$ cat src/rtl/pgm_pkg.sv
package pgm_pkg;

  localparam int CMD_W = 6;

  typedef enum logic [3:0] {
    K_LOAD_CFG  = 4'd0,
    K_LOAD_PGM  = 4'd1,
    K_READ      = 4'd2,
    K_INC       = 4'd3,
    K_RST       = 4'd4,
    K_WR_INT    = 4'd5,
    K_WR_EXT    = 4'd6,
    K_WR_END    = 4'd7,
    K_ERASE_ALL = 4'd8,
    K_ERASE_ROW = 4'd9,
    K_NONE      = 4'd15
  } cmd_kind_e;

  // Top command bit is a don't-care; only the low five bits select the kind.
  function automatic cmd_kind_e decode_cmd(input logic [CMD_W-2:0] c);
    case (c)
      5'h00:   return K_LOAD_CFG;
      5'h02:   return K_LOAD_PGM;
      5'h04:   return K_READ;
      5'h06:   return K_INC;
      5'h16:   return K_RST;
      5'h08:   return K_WR_INT;
      5'h18:   return K_WR_EXT;
      5'h0A:   return K_WR_END;
      5'h09:   return K_ERASE_ALL;
      5'h11:   return K_ERASE_ROW;
      default: return K_NONE;
    endcase
  endfunction

endpackage

$ cat src/rtl/pgm_sync.sv
module pgm_sync #(
  parameter int W      = 2,
  parameter int STAGES = 2
) (
  input  logic         clk,
  input  logic         rst,
  input  logic [W-1:0] din,
  output logic [W-1:0] dout
);

  logic [STAGES-1:0][W-1:0] chain;

  always_ff @(posedge clk) begin
    if (rst) begin
      chain <= '0;
    end else begin
      chain[0] <= din;
      for (int s = 1; s < STAGES; s++) begin
        chain[s] <= chain[s-1];
      end
    end
  end

  assign dout = chain[STAGES-1];

endmodule

$ cat src/rtl/pgm_frame_engine.sv
module pgm_frame_engine
  import pgm_pkg::*;
#(
  parameter int DATA_W = 14
) (
  input  logic              clk,
  input  logic              rst,
  input  logic              mode_en,
  input  logic              sclk_lvl,
  input  logic              sdat_lvl,
  input  logic              addr_top,
  input  logic [DATA_W-1:0] rd_word,
  input  logic              code_prot,
  output logic              cmd_valid,
  output logic [3:0]        cmd_kind,
  output logic              data_valid,
  output logic [DATA_W-1:0] data_word,
  output logic              sdat_out,
  output logic              sdat_oe
);

  localparam int PAY_LEN = DATA_W + 2;
  localparam int CNT_MAX = (PAY_LEN > CMD_W) ? PAY_LEN : CMD_W;
  localparam int CNT_W   = $clog2(CNT_MAX);
  localparam logic [CNT_W-1:0] LAST_CMD  = CNT_W'(CMD_W - 1);
  localparam logic [CNT_W-1:0] LAST_PAY  = CNT_W'(PAY_LEN - 1);
  localparam logic [CNT_W-1:0] LAST_DATA = CNT_W'(DATA_W);

  typedef enum logic [1:0] {S_CMD, S_WDATA, S_RDATA} state_e;

  state_e            state;
  logic [CNT_W-1:0]  cnt;
  logic [CMD_W-1:0]  cmd_sr;
  logic [DATA_W-1:0] wr_sr;
  logic [DATA_W-1:0] rd_sr;
  logic              sclk_prev;
  logic              sclk_rise;
  logic              sclk_fall;
  logic [CMD_W-1:0]  cmd_next;
  cmd_kind_e         kind_next;
  logic              in_data;

  assign sclk_rise = sclk_lvl & ~sclk_prev;
  assign sclk_fall = ~sclk_lvl & sclk_prev;
  assign cmd_next  = {sdat_lvl, cmd_sr[CMD_W-1:1]};
  assign kind_next = decode_cmd(cmd_next[CMD_W-2:0]);
  assign in_data   = (cnt != '0) && (cnt <= LAST_DATA);

  always_ff @(posedge clk) begin
    if (rst) begin
      sclk_prev <= 1'b0;
    end else begin
      sclk_prev <= sclk_lvl;
    end
  end

  always_ff @(posedge clk) begin
    if (rst || !mode_en) begin
      state      <= S_CMD;
      cnt        <= '0;
      cmd_sr     <= '0;
      wr_sr      <= '0;
      rd_sr      <= '0;
      cmd_valid  <= 1'b0;
      cmd_kind   <= K_NONE;
      data_valid <= 1'b0;
      sdat_out   <= 1'b0;
      sdat_oe    <= 1'b0;
      if (rst) data_word <= '0;
    end else begin
      cmd_valid  <= 1'b0;
      data_valid <= 1'b0;
      case (state)
        S_CMD: begin
          if (sclk_fall) begin
            cmd_sr <= cmd_next;
            if (cnt == LAST_CMD) begin
              cnt <= '0;
              if (kind_next != K_NONE) begin
                cmd_valid <= 1'b1;
                cmd_kind  <= kind_next;
              end
              if (kind_next == K_LOAD_CFG || kind_next == K_LOAD_PGM) begin
                state <= S_WDATA;
              end else if (kind_next == K_READ) begin
                state <= S_RDATA;
              end
            end else begin
              cnt <= cnt + 1'b1;
            end
          end
        end
        S_WDATA: begin
          if (sclk_fall) begin
            if (in_data) wr_sr <= {sdat_lvl, wr_sr[DATA_W-1:1]};
            if (cnt == LAST_PAY) begin
              data_valid <= 1'b1;
              data_word  <= wr_sr;
              state      <= S_CMD;
              cnt        <= '0;
            end else begin
              cnt <= cnt + 1'b1;
            end
          end
        end
        S_RDATA: begin
          if (sclk_fall) begin
            if (cnt == '0) begin
              sdat_oe  <= 1'b1;
              sdat_out <= 1'b0;
              rd_sr    <= (code_prot && !addr_top) ? '0 : rd_word;
            end
            if (cnt == LAST_PAY) begin
              sdat_oe  <= 1'b0;
              sdat_out <= 1'b0;
              state    <= S_CMD;
              cnt      <= '0;
            end else begin
              cnt <= cnt + 1'b1;
            end
          end else if (sclk_rise) begin
            if (in_data) begin
              sdat_out <= rd_sr[0];
              rd_sr    <= rd_sr >> 1;
            end else begin
              sdat_out <= 1'b0;
            end
          end
        end
        default: state <= S_CMD;
      endcase
    end
  end

endmodule

$ cat src/rtl/pgm_addr_ctr.sv
module pgm_addr_ctr
  import pgm_pkg::*;
#(
  parameter int ADDR_W = 14
) (
  input  logic              clk,
  input  logic              rst,
  input  logic              mode_en,
  input  logic              cmd_valid,
  input  logic [3:0]        cmd_kind,
  output logic [ADDR_W-1:0] addr
);

  localparam logic [ADDR_W-1:0] CFG_BASE = ADDR_W'(1) << (ADDR_W - 1);

  always_ff @(posedge clk) begin
    if (rst || !mode_en) begin
      addr <= '0;
    end else if (cmd_valid) begin
      case (cmd_kind_e'(cmd_kind))
        K_LOAD_CFG: addr <= CFG_BASE;
        K_RST:      addr <= '0;
        K_INC:      addr <= {addr[ADDR_W-1], addr[ADDR_W-2:0] + 1'b1};
        default:    addr <= addr;
      endcase
    end
  end

endmodule

$ cat src/rtl/pgm_cmd_slave.sv
module pgm_cmd_slave #(
  parameter int ADDR_W      = 14,
  parameter int DATA_W      = 14,
  parameter int SYNC_STAGES = 2
) (
  input  logic              clk,
  input  logic              rst,
  input  logic              mode_en,
  input  logic              sclk_in,
  input  logic              sdat_in,
  input  logic [DATA_W-1:0] rd_word,
  input  logic              code_prot,
  output logic              sdat_out,
  output logic              sdat_oe,
  output logic              cmd_valid,
  output logic [3:0]        cmd_kind,
  output logic              data_valid,
  output logic [DATA_W-1:0] data_word,
  output logic [ADDR_W-1:0] addr
);

  logic [1:0] pins_sync;

  pgm_sync #(.W(2), .STAGES(SYNC_STAGES)) sync_i (
    .clk  (clk),
    .rst  (rst),
    .din  ({sdat_in, sclk_in}),
    .dout (pins_sync)
  );

  pgm_frame_engine #(.DATA_W(DATA_W)) eng_i (
    .clk        (clk),
    .rst        (rst),
    .mode_en    (mode_en),
    .sclk_lvl   (pins_sync[0]),
    .sdat_lvl   (pins_sync[1]),
    .addr_top   (addr[ADDR_W-1]),
    .rd_word    (rd_word),
    .code_prot  (code_prot),
    .cmd_valid  (cmd_valid),
    .cmd_kind   (cmd_kind),
    .data_valid (data_valid),
    .data_word  (data_word),
    .sdat_out   (sdat_out),
    .sdat_oe    (sdat_oe)
  );

  pgm_addr_ctr #(.ADDR_W(ADDR_W)) actr_i (
    .clk       (clk),
    .rst       (rst),
    .mode_en   (mode_en),
    .cmd_valid (cmd_valid),
    .cmd_kind  (cmd_kind),
    .addr      (addr)
  );

endmodule

$ cat config.mk
export PLATFORM = sky130hd
export DESIGN_NAME = pgm_cmd_slave
export DESIGN_NICKNAME = d
export VERILOG_FILES = /design/src/rtl/pgm_pkg.sv /design/src/rtl/pgm_sync.sv /design/src/rtl/pgm_frame_engine.sv /design/src/rtl/pgm_addr_ctr.sv /design/src/rtl/pgm_cmd_slave.sv
export SDC_FILE = /design/constraint.sdc
export NUM_CORES = 1
export LEC_CHECK = 0
export ABC_CLOCK_PERIOD_IN_PS = 2400
export BUFFER_PORTS_ARGS = -buffer_cell sky130_fd_sc_hd__buf_2
export CAP_MARGIN = 10
export CORE_UTILIZATION = 40
export DETAILED_ROUTE_END_ITERATION = 12
export GPL_TIMING_DRIVEN = 0
export PLACE_DENSITY_LB_ADDON = 0.1
export SETUP_SLACK_MARGIN = 0.5
export SYNTH_ARGS = -nofsm -noshare
export SYNTH_HDL_FRONTEND = slang
export SYNTH_SLANG_ARGS = --single-unit
$ cat constraint.sdc
create_clock -name clk -period 2.4 [get_ports clk]
set_clock_uncertainty 0.15 [all_clocks]
set_input_delay 0.48 -clock clk [delete_from_list [all_inputs] [get_ports clk]]
set_output_delay 0.48 -clock clk [all_outputs]
set_load 0.1 [all_outputs]
==> results of run 1 <==
[timing repair]
| item | CTS | global route |
|---|---|---|
| cloned | 2 | 1 |
| endpoints found under the setup margin | 54 | 67 |
| resized for setup | 60 | 22 |
| buffers inserted | 16 | 1 |
| pin swaps | 14 | 15 |
[critical path: cells and delay by family, from the launching register on]
kind                     cells  cell delay (ps)
adder cells (fa/ha/maj)      1              150
flip-flops                   1              340
multiplexers                 1              270
AO/OA/AOI/OAI                3              690
buffers and inverters        3              310
[layer usage]
layer	share of wire (%)	routed length [um]
met1	48	4670
met2	46	4460
met3	5.2	508
met4	1.2	115
met5	0	0
[Yosys cell counts, types with 2 or more instances]
| master | n |
|---|---|
| sky130_fd_sc_hd__and2_1 | 4 |
| sky130_fd_sc_hd__buf_2 | 14 |
| sky130_fd_sc_hd__mux2_2 | 2 |
| sky130_fd_sc_hd__and4_1 | 2 |
| sky130_fd_sc_hd__a31oi_1 | 16 |
| sky130_fd_sc_hd__a21o_1 | 2 |
| sky130_fd_sc_hd__nand3_1 | 10 |
| sky130_fd_sc_hd__nand2_1 | 32 |
| sky130_fd_sc_hd__a21oi_1 | 42 |
| sky130_fd_sc_hd__nand3b_1 | 3 |
| sky130_fd_sc_hd__a21bo_2 | 2 |
| sky130_fd_sc_hd__dfxtp_1 | 70 |
| sky130_fd_sc_hd__a21boi_0 | 3 |
| sky130_fd_sc_hd__a311oi_1 | 2 |
| sky130_fd_sc_hd__and3b_1 | 4 |
| sky130_fd_sc_hd__a2bb2oi_1 | 3 |
| sky130_fd_sc_hd__o21a_1 | 3 |
| sky130_fd_sc_hd__buf_1 | 2 |
| sky130_fd_sc_hd__nor3b_1 | 2 |
| sky130_fd_sc_hd__or3_1 | 4 |
| sky130_fd_sc_hd__xor2_1 | 2 |
| sky130_fd_sc_hd__or4_1 | 3 |
| sky130_fd_sc_hd__nor3_1 | 6 |
| sky130_fd_sc_hd__buf_4 | 3 |
| sky130_fd_sc_hd__ha_1 | 11 |
| sky130_fd_sc_hd__o31ai_1 | 3 |
| sky130_fd_sc_hd__a32o_1 | 2 |
| sky130_fd_sc_hd__inv_1 | 28 |
| sky130_fd_sc_hd__mux2i_1 | 6 |
| sky130_fd_sc_hd__nor2_1 | 29 |
| sky130_fd_sc_hd__clkbuf_1 | 8 |
| sky130_fd_sc_hd__xnor2_1 | 2 |
| sky130_fd_sc_hd__a211oi_2 | 10 |
| sky130_fd_sc_hd__and3_1 | 6 |
| sky130_fd_sc_hd__a211oi_1 | 7 |
| sky130_fd_sc_hd__nand4_1 | 5 |
| sky130_fd_sc_hd__o21ai_0 | 12 |
| sky130_fd_sc_hd__edfxtp_1 | 14 |
| sky130_fd_sc_hd__nand2b_1 | 4 |
| sky130_fd_sc_hd__nor2b_1 | 20 |
| sky130_fd_sc_hd__o2111ai_1 | 2 |
[per-stage QoR]
stage / instances / worst slack (ps) / hold slack [ps] / area (um^2) / total power, mW
after floorplan: 429 / 455 / 264 / 4110 / 1.59
after global placement: 617 / 65.3 / 270 / 4550 / 1.63
after detailed placement: 617 / 71.2 / 278 / 4550 / 1.63
after CTS: 651 / 377 / 168 / 5110 / 2.70
after global routing: 653 / 308 / 182 / 5200 / 2.77
final: 653 / 367 / 181 / 5200 / 2.67
[state kept, by name, indices dropped and copies added, names as in the netlist, 2 cells and up]
name	cells
actr_i.addr	14
eng_i.data_word	14
eng_i.rd_sr	14
eng_i.wr_sr	14
eng_i.cmd_sr	5
eng_i.cmd_kind	4
eng_i.cnt	4
eng_i.kind_next	4
eng_i.state	2
sync_i.chain	2
sync_i.dout	2
[kinds of logic (layout without fill, tap and decap cells)]
kind of cell             count (synthesis)  after routing  synth area share [%]
buffers and inverters                   56            146                  6.18
adder cells (fa/ha/maj)                 11             11                  3.45
flip-flops                              84             84                  45.7
AND/OR/NAND/NOR                        145            145                  20.0
XOR/XNOR                                 4              4                 0.879
multiplexers                             8              8                  2.07
AO/OA/AOI/OAI                          121            122                  21.8
[worst min path at each step]
stage / startpoint / to / slack, ps / cells after the start
final: sdat_in / sync_i.chain[1]$_SDFF_PP0_ / 180 / 2
after global routing: sclk_in / sync_i.chain[0]$_SDFF_PP0_ / 180 / 2
after CTS: sdat_in / sync_i.chain[1]$_SDFF_PP0_ / 170 / 2
after detailed placement: sync_i.chain[1]$_SDFF_PP0_ / sync_i.dout[1]$_SDFF_PP0_ / 280 / 1
after global placement: sync_i.chain[1]$_SDFF_PP0_ / sync_i.dout[1]$_SDFF_PP0_ / 270 / 1
after floorplan: sync_i.chain[0]$_SDFF_PP0_ / sync_i.dout[0]$_SDFF_PP0_ / 260 / 1
[area by class of cell]
| class | count | share of cell area (%) |
|---|---|---|
| clock buffers | 9 | 2.38 |
| plain buffers | 28 | 4.57 |
| inverters | 28 | 2.07 |
| well taps | 133 | 3.20 |
| multi-input cells | 290 | 41.1 |
| flip-flops and latches | 84 | 36.0 |
| clock inverters | 7 | 1.56 |
| repair buffers | 74 | 9.18 |
[power by group]
group / switching (mW) / internal [mW]
registers: 0.00525 / 1.43
clock network: 0.560 / 0.498
logic: 0.130 / 0.0510
==> run summary, run 1 <==
The tree built by TritonCTS fans out to 84 sinks. The number of buffers inserted for hold repair after clock tree synthesis came out at 0. The power density of the placed cells is approximately 510 mW/mm^2. Port buffering added 55 buffers. The layout has 903 filler cells. The global router's overall resource usage came out at between 15 and 20%. The worst register-to-register path begins at sync_i.dout[0]$_SDFF_PP0_. The pin count of the biggest net entering global routing is 17. In the synthesized netlist the dominant register cell turns out to be sky130_fd_sc_hd__dfxtp_1. The final-report max-slew violation count is 0.

The depth of the worst register-to-register path came out at 8. STA classifies the critical path endpoint as a flop. The vertical die dimension came out at just over 100 um. The static leakage came out at 2.14 nW. The worst path required time is between 2000 and 2500 ps. The final number of hold-violating endpoints came out at 0.

The Yosys step of the flow raised 0 warnings. The launching element of the worst setup path is sync_i.dout[0]$_SDFF_PP0_. The run finished with clean final reports. The die boundary width came out at between 100 and 150 um. The number of placement rows came out at 36. In this design, the stage delay of the slowest critical-path cell is 340 ps. The final critical path time including I/O delays and setup is 2030 ps. The mapped netlist covers approximately 0.004 mm^2. The final antenna diode count is 0. The clock transition at the register clock pins on the worst setup and hold paths after CTS is about 90 ps. Dividing the final minimum period by the clock period gives around 85%. The endpoint identified for the worst register-to-register timing path is eng_i.kind_next[3]$_DFF_P_. The synthesized instance count came out at 429. Global routing used 32.3% of the available met2 tracks. After synthesis, the cell types taking the most area are sky130_fd_sc_hd__dfxtp_1, sky130_fd_sc_hd__edfxtp_1, sky130_fd_sc_hd__a21oi_1. Buffers inserted during clock tree synthesis total 9. At the end of routability-driven placement, the weighted congestion stood at approximately 0.87. The library cell used most frequently in the layout, excluding fill and tap cells, is sky130_fd_sc_hd__buf_2.

The via count of the first global-routing pass came out at 3237. The critical path data arrival time came out at roughly 2100 ps. The final HPWL from detailed placement came out at 6300 um. The latest clock arrival within the worst-skew pair is around 350 ps. Setup violations remaining at the end of the flow were counted as 0. The global routing usage on met3 came out at 4.51%.

The number of flops mapped to enable cells by yosys came out at 14. The area enclosed by the die boundary came out at around 0.010 mm^2. The count of unresolved DRC violations after routing is 0. The total grt overflow came out at 0. The post-synthesis average cell area came out at 9.29 um^2. Counting distinct cell types in the post-synthesis netlist gives 65. The via count of the routed design came out at approximately 3400. The worst setup path is launched from a flop. Setup slack on the worst reg-to-reg path comes out at around 370 ps.

The maximum buffer depth of the clock tree came out at 2. The highest achievable clock rate came out at 492 MHz. For this run, global-route usage on met1 was measured as 26.6%. Of all nets on the critical path, the largest fanout is 6. The cell seen most often among critical-path stages is sky130_fd_sc_hd__buf_8. In this run the worst hold path is classified as input port to flop. Cells fill between 50% and 60% of the core in the end.

For this configuration, the core starts out at a cell density of between 40% and 50%. The clock tree from TritonCTS is built. The detailed router finished its first iteration with roughly 240 violations. Adding up every negative setup slack in the final design gives 0 ps. The number of vias per cell came out at ~5.3. The async set-or-reset flop fraction in the synthesized netlist is 0%. The leading area contributor after synthesis is sky130_fd_sc_hd__dfxtp_1. The worst slew slack as a fraction of its limit is about 64%.

In the final routed layout, each cell accounts on average for about 15 um. In the final layout, flip-flops and latches occupy approximately 0.0019 mm^2. The tree is rooted in a sky130_fd_sc_hd__clkbuf_8. The slew at the pin closest to its max-slew limit came out at around 540 ps.

met2 is the most crowded layer. The fraction of post-synthesis cell area in the top cell type by area came out at about a third. The most critical setup path has its endpoint at eng_i.kind_next[3]$_DFF_P_. The floorplan step defined a core boundary enclosing 0.00973 mm^2.

The net count of the finished layout is 546. The detailed-routing iteration count for the pre-antenna-repair pass is 4. The number of max-cap violations is 0.

The wire length of the first global-routing pass came out at ~16000 um. Walking the worst path, the cells encountered are inv_2, ha_4, buf_8, buf_8, a21bo_2, a21o_1, mux2_4, a221o_1. The worst-case IR drop observed on VDD is 0.000258 V. The start-to-end type of the worst setup path is flop to flop. The area of the multi-input gates is around 0.0021 mm^2. The number of top-level design ports came out at between 50 and 60. The library cells used most frequently in the layout, excluding fill and tap cells, are sky130_fd_sc_hd__buf_2, sky130_fd_sc_hd__dfxtp_1, sky130_fd_sc_hd__nand2_1. The area growth from synthesis to final layout came out at 30.6%. The count of antenna-violating nets left after detailed routing is 0. The share of cells above drive strength 1 is between 30 and 40%. The initial antenna violation count came out at 0. The aggregate routed wire length came out at between 9000 and 10000 um.

Setup repair after global routing could not meet its margin everywhere. Of the synthesized area, sequential elements account for between 40% and 50%. The worst-path cell with the longest stage delay is sky130_fd_sc_hd__dfxtp_2. The number of nets produced by synthesis is 460.

The H-tree generated during clock tree synthesis spans 3 levels. The count of state elements after synthesis came out at 84.
No activity file was read; power rests on OpenSTA's default activity.
==> run 2, diff against run 1 <==
- ABC_AREA: not set -> 1
- ABC_CLOCK_PERIOD_IN_PS: 2400 -> 1850
- clock period: 2.4 -> 1.85 ns (I/O delays scaled with it)
==> run 2 against run 1 <==
Effect of this change:
- cell area up 30%
- count of clock-buffer cells in the layout is the same
- synthesized cell count is 23% higher
- area after synthesis is 2.0% lower
- die area down 2.0%
- critical path type unchanged
- largest power group unchanged
==> run summary, run 2 <==
The area enclosed by the die boundary was 0.0102 mm^2 (-2.0%). The slew at the pin closest to its max-slew limit is 282 ps (-254 ps). The share of cells above drive strength 1 came out at 53.4% (+16 points). The worst supply voltage drop on vdd came out at 0.000511 V (+98%). The synthesized design spends more area on one cell type than any other, namely sky130_fd_sc_hd__dfxtp_1. The critical path ends at eng_i.rd_sr[10]$_SDFFE_PP0P_. The final HPWL from detailed placement is 6140 um (-2.4%).

The core outline area came out at 0.00937 mm^2 (-3.7%). The power density of the placed cells is 521 mW/mm^2 (+1.5%). The worst setup path is captured at a flop. The depth of the worst register-to-register path is 8 (unchanged). The starting density of the core is 41.7% (+0.71 points). TritonCTS built the clock tree. The vertical die dimension came out at 101 um (-0.99%). Among all flip-flop cells after synthesis, the most frequent one is sky130_fd_sc_hd__dfxtp_1. The area growth from synthesis to final layout is 72.9%. The critical path in this run is classified as flop to flop.

The number of warnings issued by yosys is 0 (unchanged). The tightest min-delay check is of the input port to flop type. The post-place instance area came out at 0.00462 mm^2 (+1.5%). The setup TNS came out at 0 ps (unchanged). The part of the Yosys area used for sequential elements was 46.6% (+0.94 points).

The area taken by flip-flops and latches is 0.00191 mm^2 (+1.7%). The number of nets in the finished design came to 711 (+30%). The number of top-level design ports is 56 (unchanged).

The cell family contributing the most delay on the critical path is flip-flops. Yosys attributes the largest share of cell area to sky130_fd_sc_hd__dfxtp_1, sky130_fd_sc_hd__edfxtp_1, sky130_fd_sc_hd__nand2_1. The highest achievable clock rate is 592 MHz (+20%). The pin count of the biggest net entering global routing is 19 (+2).

The count of unresolved DRC violations after routing was 0 (unchanged). The delay of the slowest cell on the worst path came out at 390 ps (+50 ps). The initial antenna violation count came to 0 (unchanged). The number of flops mapped to enable cells by yosys came out at 14 (unchanged). Walking the worst path, the cells encountered are inv_6, ha_4, nand3_4, a21oi_4, nand2_8, buf_6, o21ai_0, nor2_1. The count of antenna-violating nets left after detailed routing is 0 (unchanged). The worst path required time was 1960 ps (-520 ps).

In this run the worst setup path begins at eng_i.cnt[1]$_SDFFE_PP0P_. The die boundary width came out at 101 um (-0.99%). The total grt overflow came out at 0 (unchanged). The tree is rooted in a sky130_fd_sc_hd__clkbuf_8. The maximum buffer depth of the clock tree is 2 (unchanged). The number of max-cap violations was 0 (unchanged).

The reg-to-reg setup timing slack is 160 ps (-210 ps). The cell area after technology mapping came out at 0.00391 mm^2 (-2.0%). The slowest stage of the critical path is the sky130_fd_sc_hd__dfxtp_4 cell. Ranked by instance count, the synthesized netlist is headed by sky130_fd_sc_hd__nand2_1, sky130_fd_sc_hd__nor2_1, sky130_fd_sc_hd__dfxtp_1. The final antenna diode count was 0 (unchanged). The library cell used most frequently in the layout, excluding fill and tap cells, is sky130_fd_sc_hd__nand2_1. The CTS buffer count came out at 9 (unchanged). The wire length of the first global-routing pass is 17200 um (+8.1%). The final standard cell area without fillers is 0.00675 mm^2 (+30%).

The number of vias per cell is 4.85 (-7.7%). The number of H-tree branching levels is 3 (unchanged). The routability-driven placement congestion ratio came to 0.829 (-4.6%). The via count of the routed design is 3949 (+15%). The maximum fanout along the worst path is 5 (-1). The clock transition at the register clock pins on the worst setup and hold paths after CTS came out at 90 ps (about the same). The number of clock sinks seen by CTS was 84 (unchanged). The critical register-to-register path startpoint is eng_i.cnt[1]$_SDFFE_PP0P_. STA classifies the critical path startpoint as a flop. The area of the multi-input gates was 0.00244 mm^2 (+14%). The number of placement rows came to 35 (-2.8%). The latest clock arrival within the worst-skew pair came to 370 ps (+20 ps). The number of design-rule violations left by the first detailed-router iteration was 132 (-46%). The via count of the first global-routing pass came out at 3639 (+12%). The sum of buffers and inverters on the critical path is 2 (-1). The worst slew slack as a fraction of its limit is 81.2% (+17 points). The final-report max-slew violation count came out at 0 (unchanged). The global router's overall resource usage is 21.7% (+1.8 points).

The detailed-routing iteration count for the pre-antenna-repair pass was 4 (unchanged). The number of cells on the critical path is 8 (unchanged). The flow ran to the end, and the final reports show no timing, DRC or antenna violations. The async set-or-reset flop fraction in the synthesized netlist is 0% (unchanged). The most repeated cell in the gate-level netlist after synthesis is sky130_fd_sc_hd__nand2_1. The fraction of post-synthesis cell area in the top cell type by area is 35.9% (+0.72 points).

The final period utilization was 91.3% (+6.6 points). The number of nets produced by synthesis came to 558 (+21%). The top cell types in the final layout, fill and taps aside, are sky130_fd_sc_hd__nand2_1, sky130_fd_sc_hd__nor2_1, sky130_fd_sc_hd__buf_4. The final number of hold-violating endpoints is 0 (unchanged). Setup repair after global routing could not meet its margin everywhere. The filler cell count is 681 (-25%). The static leakage is 2.92 nW (+36%). The port buffer count is 55 (unchanged). The final setup violation count is 0 (unchanged). The critical path data arrival time came out at 1800 ps (-320 ps). The aggregate routed wire length was 11500 um (+18%).

The endpoint identified for the worst register-to-register timing path is eng_i.rd_sr[10]$_SDFFE_PP0P_. The post-synthesis average cell area came to 7.41 um^2 (-20%). The distinct cell type count after synthesis came out at 32 (-51%). The detailed-route wire length per cell is 14.1 um (-5.6%). The synthesized instance count is 527 (+23%). The count of state elements after synthesis is 84 (unchanged). The final critical path time including I/O delays and setup came out at 1690 ps (-344 ps).
-- run 2: cell types whose count changed in the layout (fill, tap and decap cells not counted), moves of 17 or more --
cell                      before  now
sky130_fd_sc_hd__nand2_1      32   82
sky130_fd_sc_hd__nor2_1       27   66
sky130_fd_sc_hd__buf_2        59   22
sky130_fd_sc_hd__buf_4        17   54
sky130_fd_sc_hd__buf_6         8   44
sky130_fd_sc_hd__inv_1        24   53
sky130_fd_sc_hd__buf_12        2   26
sky130_fd_sc_hd__o21ai_2       2   26
sky130_fd_sc_hd__nand2_2       0   21
sky130_fd_sc_hd__nor2b_1      20    0
sky130_fd_sc_hd__a21oi_1      26    9
-- run 2: final cells by class --
cell class	count	share of cell area, %
plain buffers	16	2.32
clock buffers	9	1.83
clock inverters	7	1.13
inverters	78	4.93
multi-input cells	350	36.1
flip-flops and latches	84	28.2
well taps	129	2.39
repair buffers	141	23.0
-- run 2: worst reg2reg max path: cells and delay by family, from the launching register on --
family          cells  cell delay (ps)
compound gates      2              370
flops               1              390
buf+inv             2              230
simple gates        3              300
fa+ha+maj           1              140
-- run 2: where the power goes --
group / internal, mW / switching, mW
Clock: 0.537 / 0.795
Combinational: 0.118 / 0.216
Sequential: 1.84 / 0.0108
Total: 2.50 / 1.02
-- run 2: how the worst min path moves through the flow --
stage,startpoint,end,slack (ps),cells after the start
after CTS,sdat_in,sync_i.chain[1]$_SDFF_PP0_,40,3
after global placement,sync_i.chain[0]$_SDFF_PP0_,sync_i.dout[0]$_SDFF_PP0_,240,2
after global routing,sdat_in,sync_i.chain[1]$_SDFF_PP0_,30,3
after floorplan,sync_i.chain[0]$_SDFF_PP0_,sync_i.dout[0]$_SDFF_PP0_,230,2
after detailed placement,sync_i.chain[0]$_SDFF_PP0_,sync_i.dout[0]$_SDFF_PP0_,240,2
final,sdat_in,sync_i.chain[1]$_SDFF_PP0_,50,3
-- run 2: kinds of logic after synthesis --
kind of cell / after synthesis / share of synthesized area (%)
compound gates: 79 / 10.8
flops: 84 / 46.6
simple gates: 259 / 29.2
fa+ha+maj: 11 / 3.52
buf+inv: 94 / 9.83
-- run 2: per-stage QoR --
| step | util [%] | worst slack, ps | total power [mW] | instances | hold WS, ps |
|---|---|---|---|---|---|
| final | 72.1 | 160 | 3.52 | 814 | 49.8 |
| after floorplan | - | 209 | 2.08 | 527 | 231 |
| after detailed placement | 49.3 | 7.92 | 2.14 | 711 | 241 |
| after global routing | 72.1 | 95.6 | 3.66 | 814 | 34.5 |
| after CTS | 65.9 | 199 | 3.52 | 788 | 36.9 |
| after global placement | 49.3 | 32.5 | 2.14 | 711 | 239 |
-- run 2: repair_timing --
action | CTS | global route
gates cloned | 4 | 1
pin swaps | 42 | 49
hold buffers | 0 | 0
gates resized for setup | 229 | 99
endpoints found under the setup margin | 110 | 112
setup buffers | 57 | 25
-- run 2: per-layer routing --
metal,routed length [um],track usage [%],part of all wire (%)
met5,0,0,0
met4,255,8.03,2.2
met3,403,4.16,3.5
met1,4740,27.5,41
met2,6080,36.7,53
